$ cat src/rtl/bgpio_pkg.sv
package bgpio_pkg;
  localparam int WORD_W     = 32;
  localparam int OFF_DIR    = 'h014;
  localparam int OFF_DATA   = 'h024;
  localparam int OFF_IE0    = 'h044;
  localparam int IE_STRIDE  = 'h010;
  localparam int OFF_POL    = 'h104;
  localparam int OFF_TYPE   = 'h114;
  localparam int OFF_STAT   = 'h124;
endpackage

$ cat src/rtl/bgpio_sync.sv
module bgpio_sync #(
  parameter int WIDTH = 8
) (
  input  logic             clk,
  input  logic             rst,
  input  logic [WIDTH-1:0] din,
  output logic [WIDTH-1:0] dout
);
  logic [WIDTH-1:0] meta_q;

  always_ff @(posedge clk) begin
    if (rst) begin
      meta_q <= '0;
      dout   <= '0;
    end else begin
      meta_q <= din;
      dout   <= meta_q;
    end
  end
endmodule

$ cat src/rtl/bgpio_irq_detect.sv
module bgpio_irq_detect #(
  parameter int N = 8
) (
  input  logic         clk,
  input  logic         rst,
  input  logic [N-1:0] smp,
  input  logic [N-1:0] pol,
  input  logic [N-1:0] typ,
  input  logic [N-1:0] clr,
  output logic [N-1:0] hit,
  output logic [N-1:0] stat
);
  logic [N-1:0] prev_q;

  // Per-pin event: level (type 0) or edge (type 1); polarity 1 inverts.
  for (genvar i = 0; i < N; i++) begin : g_pin
    assign hit[i] = typ[i] ? (pol[i] ? (prev_q[i] & ~smp[i]) : (~prev_q[i] & smp[i]))
                           : (smp[i] ^ pol[i]);
  end

  always_ff @(posedge clk) begin
    if (rst) begin
      prev_q <= '0;
      stat   <= '0;
    end else begin
      prev_q <= smp;
      stat   <= (stat & ~clr) | hit;   // a new event wins over a clear
    end
  end
endmodule

$ cat src/rtl/bgpio_ctrl.sv
module bgpio_ctrl #(
  parameter int NUM_PINS    = 70,
  parameter int NUM_IE_SETS = 4,
  parameter int ADDR_W      = 9
) (
  input  logic                clk,
  input  logic                rst,
  input  logic                bus_valid,
  input  logic                bus_write,
  input  logic [ADDR_W-1:0]   bus_addr,
  input  logic [31:0]         bus_wdata,
  output logic [31:0]         bus_rdata,
  input  logic [NUM_PINS-1:0] pad_in,
  output logic [NUM_PINS-1:0] pad_oe,
  output logic [NUM_PINS-1:0] pad_out,
  output logic                irq_out
);
  import bgpio_pkg::*;

  localparam int NUM_BANKS = (NUM_PINS + WORD_W - 1) / WORD_W;
  localparam int PAD_W     = NUM_BANKS * WORD_W;
  localparam int SPAN      = NUM_BANKS * 4;

  logic [NUM_PINS-1:0] dir_q, dout_q, pol_q, typ_q;
  logic [NUM_PINS-1:0] ie_q [NUM_IE_SETS];
  logic [NUM_PINS-1:0] smp, hit, stat, clr, pin_val;
  logic [31:0]         rd_word;
  logic                wr_en, rd_en;

  function automatic logic hits(input logic [ADDR_W-1:0] a, input int base);
    return (a[1:0] == 2'b00) && (int'(a) >= base) && (int'(a) < base + SPAN);
  endfunction

  function automatic int bank_of(input logic [ADDR_W-1:0] a, input int base);
    return (int'(a) - base) / 4;
  endfunction

  function automatic logic [NUM_PINS-1:0] merge(input logic [NUM_PINS-1:0] old,
                                                input int bank,
                                                input logic [31:0] w);
    logic [PAD_W-1:0] p;
    p = PAD_W'(old);
    p[bank*WORD_W +: WORD_W] = w;
    return p[NUM_PINS-1:0];
  endfunction

  function automatic logic [31:0] word_of(input logic [NUM_PINS-1:0] v, input int bank);
    logic [PAD_W-1:0] p;
    p = PAD_W'(v);
    return p[bank*WORD_W +: WORD_W];
  endfunction

  assign wr_en = bus_valid & bus_write;
  assign rd_en = bus_valid & ~bus_write;

  bgpio_sync #(.WIDTH(NUM_PINS)) u_sync (
    .clk(clk), .rst(rst), .din(pad_in), .dout(smp)
  );

  always_comb begin
    clr = '0;
    if (wr_en && hits(bus_addr, OFF_STAT))
      clr = merge('0, bank_of(bus_addr, OFF_STAT), bus_wdata);
  end

  bgpio_irq_detect #(.N(NUM_PINS)) u_det (
    .clk(clk), .rst(rst), .smp(smp), .pol(pol_q), .typ(typ_q),
    .clr(clr), .hit(hit), .stat(stat)
  );

  always_ff @(posedge clk) begin
    if (rst) begin
      dir_q  <= '0;
      dout_q <= '0;
      pol_q  <= '0;
      typ_q  <= '0;
      for (int k = 0; k < NUM_IE_SETS; k++) ie_q[k] <= '0;
    end else if (wr_en) begin
      if (hits(bus_addr, OFF_DIR))  dir_q  <= merge(dir_q,  bank_of(bus_addr, OFF_DIR),  bus_wdata);
      if (hits(bus_addr, OFF_DATA)) dout_q <= merge(dout_q, bank_of(bus_addr, OFF_DATA), bus_wdata);
      if (hits(bus_addr, OFF_POL))  pol_q  <= merge(pol_q,  bank_of(bus_addr, OFF_POL),  bus_wdata);
      if (hits(bus_addr, OFF_TYPE)) typ_q  <= merge(typ_q,  bank_of(bus_addr, OFF_TYPE), bus_wdata);
      for (int k = 0; k < NUM_IE_SETS; k++)
        if (hits(bus_addr, OFF_IE0 + k*IE_STRIDE))
          ie_q[k] <= merge(ie_q[k], bank_of(bus_addr, OFF_IE0 + k*IE_STRIDE), bus_wdata);
    end
  end

  assign pin_val = (dir_q & dout_q) | (~dir_q & smp);

  always_comb begin
    rd_word = '0;
    if (hits(bus_addr, OFF_DIR))  rd_word = word_of(dir_q,   bank_of(bus_addr, OFF_DIR));
    if (hits(bus_addr, OFF_DATA)) rd_word = word_of(pin_val, bank_of(bus_addr, OFF_DATA));
    if (hits(bus_addr, OFF_POL))  rd_word = word_of(pol_q,   bank_of(bus_addr, OFF_POL));
    if (hits(bus_addr, OFF_TYPE)) rd_word = word_of(typ_q,   bank_of(bus_addr, OFF_TYPE));
    if (hits(bus_addr, OFF_STAT)) rd_word = word_of(stat,    bank_of(bus_addr, OFF_STAT));
    for (int k = 0; k < NUM_IE_SETS; k++)
      if (hits(bus_addr, OFF_IE0 + k*IE_STRIDE))
        rd_word = word_of(ie_q[k], bank_of(bus_addr, OFF_IE0 + k*IE_STRIDE));
  end

  always_ff @(posedge clk) begin
    if (rst) begin
      bus_rdata <= '0;
      irq_out   <= 1'b0;
    end else begin
      if (rd_en) bus_rdata <= rd_word;
      irq_out <= |(stat & ie_q[0]);
    end
  end

  assign pad_oe  = dir_q;
  assign pad_out = dout_q;
endmodule

$ cat config.mk
export PLATFORM = sky130hd
export DESIGN_NAME = bgpio_ctrl
export DESIGN_NICKNAME = d
export VERILOG_FILES = /design/src/rtl/bgpio_pkg.sv /design/src/rtl/bgpio_sync.sv /design/src/rtl/bgpio_irq_detect.sv /design/src/rtl/bgpio_ctrl.sv
export SDC_FILE = /design/constraint.sdc
export NUM_CORES = 2
export LEC_CHECK = 0
export BUFFER_PORTS_ARGS = -buffer_cell sky130_fd_sc_hd__buf_2
export CORE_ASPECT_RATIO = 0.9
export CORE_UTILIZATION = 50
export DETAILED_ROUTE_END_ITERATION = 16
export PLACE_DENSITY = 0.67
export SLEW_MARGIN = 20
export SYNTH_ARGS = -nofsm -noshare
export SYNTH_HDL_FRONTEND = slang
export SYNTH_SLANG_ARGS = --single-unit
export TNS_END_PERCENT = 1
$ cat constraint.sdc
create_clock -name clk -period 14.95 [get_ports clk]
set_input_delay 4.485 -clock clk [delete_from_list [all_inputs] [get_ports clk]]
set_output_delay 4.485 -clock clk [all_outputs]
set_load 0.01 [all_outputs]
Word-level counts from Yosys, hierarchy flattened
Memory sizes are Yosys's and may differ from the RTL's.
Cells that the tools add are included.
{ "op_classes": {"shifts": 27, "bitwise_logic": 375, "n_mux": 180, "addsub": 27, "magnitude_cmp": 18, "reduce_logical": 34} }
{ "ops": {"columns": ["cell", "count"], "rows": [
  ["$shiftx 96x32->32", 9],
  ["$bwmux 96", 8],
  ["$shift 32x33->96 const A", 8],
  ["$shiftx 32x33->96", 8],
  ["$and 70x70->70", 5],
  ["$mux 70", 5],
  ["$neg 32->33", 9],
  ["$mux 32", 9],
  ["$add 27x1->27", 9],
  ["$mux 1", 158],
  ["$and 1x1->1", 151],
  ["$not 1->1", 141],
  ["$not 70->70", 2],
  ["$or 70x70->70", 2],
  ["$reduce_or 70->1", 1],
  ["$shift 32x33->70 const A", 1],
  ["$shiftx 32x33->70", 1],
  ["$xor 1x1->1", 70],
  ["$sub 9x7->10 const B", 4],
  ["$ge 9x7->1 const B", 4],
  ["$sub 9x9->10 const B", 3],
  ["$ge 9x9->1 const B", 3],
  ["$lt 9x7->1 const B", 3],
  ["$lt 9x9->1 const B", 3],
  ["other kinds (11)", 44]
]} }
{ "totals": {"input_bits": 115, "reg_bits": 593, "word_cells": 672, "ramBits": 280, "n_memories": 1} }
{ "mem_list": {"columns": ["memory", "depth", "width", "read_ports", "rd_clocked_by_memory_dff", "wr", "line", "source"], "rows": [
  ["ie_q", 4, 70, 4, 0, 4, "bgpio_ctrl.sv:25", "logic [NUM_PINS-1:0] ie_q [NUM_IE_SETS];"]
]} }

Depth between registers and ports, before layout
{ "logic_depth": {"depth_word": 14, "ltp_mapped": 27, "depth_no_buf": 22} }

Modules after synthesis
A second synthesis with hierarchy kept.
{ "hier_totals": {"cells_unflattened": 5494, "area_unflattened_um2": 50387.1} }
{ "by_module_without_submodules": {"columns": ["mod", "cells_per_inst", "seq_area_each_um2", "area_per_inst_um2", "n_inst"], "rows": [
  ["bgpio_ctrl", 4484, 14674.1, 40367.5, 1],
  ["bgpio_irq_detect", 715, 2802.7, 6263.5, 1],
  ["bgpio_sync", 295, 2802.7, 3756.1, 1]
]} }

Worst setup path after synthesis
Ideal clock, no wire load.
{ "synth_path": {"path_kind": "input port to flip-flop", "startpoint": "input port bus_addr[2]", "endpoint": "memory ie_q[3][0], in the netlist ie_q[0][210] (enable)", "path_stages": 12, "t_required_ps": 14355, "path_buffers": 5, "slack_ps": 3173, "arrival_ps": 11183, "path_cell_list": "buf_2 > buf_2 > inv_1 > ha_1 > buf_4 > buf_4 > buf_2 > inv_1 > o21a_1 > and3_1 > nand2_1 > o21ai_0"} }
{ "synth_rtl": {"columns": ["item", "line", "source"], "rows": [
  ["start: declaration", "bgpio_ctrl.sv:10", "input logic [ADDR_W-1:0] bus_addr,"],
  ["end: declaration", "bgpio_ctrl.sv:25", null]
]} }

Worst setup path after layout
{ "layout_path": {"startpoint": "input port bus_addr[2]", "endpoint": "register dir_q[58], in the netlist pad_oe[58]"} }
{ "layout_between": {"elab_chain_len": 6, "word_cells_on_any_way": 12} }
{ "layout_rtl": {"columns": ["item", "line", "source"], "rows": [
  ["$sub 9x5->10", "bgpio_ctrl.sv:35", "return (int'(a) - base) / 4;"],
  ["$and 1x1->1 (no source line)", null, null],
  ["$add 27x1->27 (no source line)", null, null],
  ["$neg 32->33", "bgpio_ctrl.sv:43", "p[bank*WORD_W +: WORD_W] = w;"],
  ["$shiftx 32x33->96 / $shift 32x33->96 (equally long branches)", "bgpio_ctrl.sv:43", null],
  ["$bwmux 96", "bgpio_ctrl.sv:43", null],
  ["end signal: assignment", "bgpio_ctrl.sv:79", "if (hits(bus_addr, OFF_DIR)) dir_q <= merge(dir_q, bank_of(bus_addr, OFF_DIR), bus_wdata);"],
  ["end: declaration", "bgpio_ctrl.sv:24", "logic [NUM_PINS-1:0] dir_q, dout_q, pol_q, typ_q;"]
]} }
Parallel ways exist; a longest one is shown, timed or not.
A chain may end at the register's enable or synchronous reset.

==> metrics.csv <==
stage,metric,value,unit
logic_synthesis,"Top FF cell, synth",dfxtp_1,
logic_synthesis,area share of the largest cell type after synthesis,24.0,%
clock_network,htree depth,3,
logic_synthesis,post-synthesis cell type count,110,
critical_path,reg-to-reg endpoint,bus_rdata[7]$_SDFFE_PP0P_,
sta,RSZ-0062 raised after global routing,no,
logic_synthesis,Post-Syn Instances,5540,
sta,Final Cycle Share,72.0,%
critical_path,CP Cell Sequence,buf_2 -> inv_1 -> ha_1 -> buf_4 -> nand2b_1 -> a21oi_1 -> o211ai_1 -> nor3_1 -> inv_1 -> ha_1 -> and2_1 -> nand3_1 -> or3_1 -> or4_1 -> a2111oi_0 -> o21ai_1 -> nor4_4 -> buf_4 -> mux2i_1 -> nor2_1,
clock_network,# resized after CTS,0,
clock_network,"CTS clk-pin slew, worst paths",60,ps
critical_path,R2R cell count,6,
final_layout,fin nets,5760,
logic_synthesis,Post-synth EDFFs,280,
critical_path,Crit path max-delay family,simple AND/OR/NAND/NOR gates,
logic_synthesis,mean post-synth cell area,8.92,um2
global_route,total grt overflow,0,
clock_network,Post-CTS Hold Fix Bufs,0,
placed_design,Port Buffers,287,
critical_path,Setup crit end kind,flop,
sta,final setup fails,0,
critical_path,WP buf/inv,5,
floorplanning,Top Ports,288,
critical_path,type of origin of the critical path,input pin,
detailed_routing,DR iter-0 viols,6212,
placed_design,Final GP Congestion,0.984,
clock_network,clk buf depth,3,
sta,WHS,425,ps
sta,max-slew violation count,0,
clock_network,number of clock sinks,873,
min_path,min-delay worst type,reg2reg,
logic_synthesis,Yosys warnings,0,
detailed_routing,Post-Route WL,178000,um
floorplanning,core box area,98100,um2
sta,Period minus WS final,10760,ps
logic_synthesis,Mapped Area,49400,um2
critical_path,Crit Path Max Fanout,32,
detailed_routing,drt via density,6.41,
detailed_routing,Antenna Violating Nets Remaining,0,
sta,final hold violations,0,
logic_synthesis,top cell type by total area after synthesis,dfxtp_1,
clock_network,Post-CTS Setup Bufs,0,
final_layout,diodes inserted,0,
critical_path,arrival time at the worst endpoint,11290,ps
min_path,Hold EP,u_sync.dout[69]$_SDFF_PP0_,
global_route,Total Routing Usage GR,34.2,%
global_route,largest net degree at the start of global routing,232,
global_route,global-route wire length before repair,262000,um
sta,Fin Setup TNS,0,ps
critical_path,origin of the critical flop-to-flop path,pad_oe[39]$_SDFFE_PP0P_,
logic_synthesis,"Net Count, Synth",5721,
final_layout,layout cells sized above 1,11.1,%
detailed_routing,via count,44400,
sta,max frequency,92.9,MHz
pwr,Leak,19.8,nW
detailed_routing,drt first pass iters,5,
global_route,initial antenna violation count,10,
floorplanning,Initial Util,50.4,%
sta,Least-Margin Pin Slew,1200,ps
floorplanning,die area,100000,um2
logic_synthesis,ranking of synthesized cells by area,"dfxtp_1 (24%), edfxtp_1 (17%), mux2i_1 (13%)",
floorplanning,Die Span X,333,um
pwr,pwr/cell area,103,nW/um2
critical_path,WP data required,15470,ps
final_layout,synthesis-to-finish area growth,10.1,%
logic_synthesis,Seq cells post-synth,873,
clock_network,clk_lat worst skew,700,ps
logic_synthesis,top-count cell post-synth,mux2i_1,
critical_path,r2r setup slk,12050,ps
logic_synthesis,Synth async-reset ratio,0,%
logic_synthesis,most frequent cells after synthesis,"mux2i_1 (653), nor2_1 (641), dfxtp_1 (593)",
floorplanning,Die Ht,300,um
min_path,Hold Path Depth,1,
detailed_routing,WL/cell,25.7,um
global_route,vias in the first global route,40100,
critical_path,Slowest cell on crit path,a21oi_1,
critical_path,Slowest Stage Delay on Critical Path,720,ps
flow_run,maxcap violations,0,
min_path,Hold Crit Start,u_sync.meta_q[69]$_SDFF_PP0_,
detailed_routing,# DRC,0,
placed_design,DP Wirelength,124000,um
clock_network,TritonCTS buffer count,92,
sta,Worst slew margin,20.1,%
clock_network,CTS tree,done,
status,status,"complete, no violations",
pwr,VDD IR max,0.0890,mV
logic_synthesis,sequential element share of the synthesized area,41.0,%
clock_network,clock root buffer,clkbuf_16,
critical_path,Worst path depth,20,
floorplanning,row cnt,109,
critical_path,CP Class,in2reg,
sta,Clock Skew,27.3,ps
final_layout,fillers,8834,
-- area by class of cell --
class                   count  area (um2)  share of cell area (%)
multi-input cells        4154       27200                    50.1
flip-flops and latches    873       20300                    37.3
clock buffers             136        2630                    4.84
repair buffers            356        1990                    3.66
well taps                1276        1600                    2.93
inverters                 102         383                   0.704
clock inverters            31         290                   0.533
-- through the flow --
| stage | instances | util [%] | worst slack, ps | instance area [um2] | total power, mW |
|---|---|---|---|---|---|
| floorplan | 5540 | - | 3170 | 49400 | 3.12 |
| global placement | 6761 | 52.5 | 3810 | 51500 | 3.39 |
| detailed placement | 6761 | 52.5 | 3700 | 51500 | 3.39 |
| CTS | 6928 | 55.5 | 4380 | 54400 | 5.61 |
| global route | 6928 | 55.5 | 3650 | 54400 | 5.79 |
| finish | 6928 | 55.5 | 4190 | 54400 | 5.63 |
-- report_power, final --
part           leakage, nW  switching (mW)  internal, mW
Combinational         10.6           0.566         0.248
Clock                 1.43            1.00          1.25
Sequential            7.72          0.0545          2.51
Total                 19.8            1.62          4.00
-- placed cells by master, fill, tap and decap left out, types with 98 or more instances in the layout --
cell type / instances
mux2i_1: 653
nor3_1: 98
dfxtp_1: 593
nor2_1: 639
nor2b_1: 302
edfxtp_1: 280
nand2_1: 388
a21oi_1: 379
o21ai_0: 201
nand3_1: 221
buf_2: 286
xnor2_1: 113
-- worst reg2reg max path: stages, from the launching register on --
cell     delay (ps)
dfxtp_1         410
mux2_2          360
a21oi_1         530
o22ai_1         140
or3_1           460
nor4_1          740
nor3_1          100
-- registers in the layout, summed over array words and instances (netlist names) --
name and cells:
bus_rdata 32, ie_q 280, irq_out 1, pol_q 70, u_det.prev_q 70, u_sync.meta_q 70
pad_oe 70, typ_q 70, pad_out 70, u_sync.dout 70, u_det.stat 70
-- layer usage --
layer	share of wire, %	routed length (um)	vias up	global-route usage, %
met5	0.031	56	-	0
met4	3.0	5370	8	10.1
met3	13	22300	338	9.28
met2	41	72600	2493	48.0
met1	44	77600	21600	50.8
li1	-	-	20000	-
-- kinds of logic (layout without fill, tap and decap cells) --
| logic type | Yosys count | count (layout) | share of synthesized area [%] |
|---|---|---|---|
| XOR/XNOR | 175 | 175 | 3.27 |
| AO/OA/AOI/OAI | 1092 | 1092 | 14.3 |
| AND/OR/NAND/NOR | 2149 | 2149 | 21.8 |
| multiplexers | 672 | 672 | 13.7 |
| adder cells (fa/ha/maj) | 66 | 66 | 1.67 |
| buffers and inverters | 513 | 625 | 4.32 |
| flip-flops | 873 | 873 | 41.0 |
-- worst max path at each step --
stage / to / slack, ps / from
after detailed placement: typ_q[24]$_SDFFE_PP0P_ / 3700 / bus_addr[2]
after CTS: typ_q[24]$_SDFFE_PP0P_ / 4380 / bus_addr[2]
after floorplan: ie_q[0][210]$_SDFFCE_PN0P_ / 3170 / bus_addr[2]
final: pad_oe[58]$_SDFFE_PP0P_ / 4190 / bus_addr[2]
after global routing: typ_q[22]$_SDFFE_PP0P_ / 3650 / bus_addr[2]
after global placement: pad_oe[55]$_SDFFE_PP0P_ / 3810 / bus_addr[2]
Power figures use the tool's default switching activity.
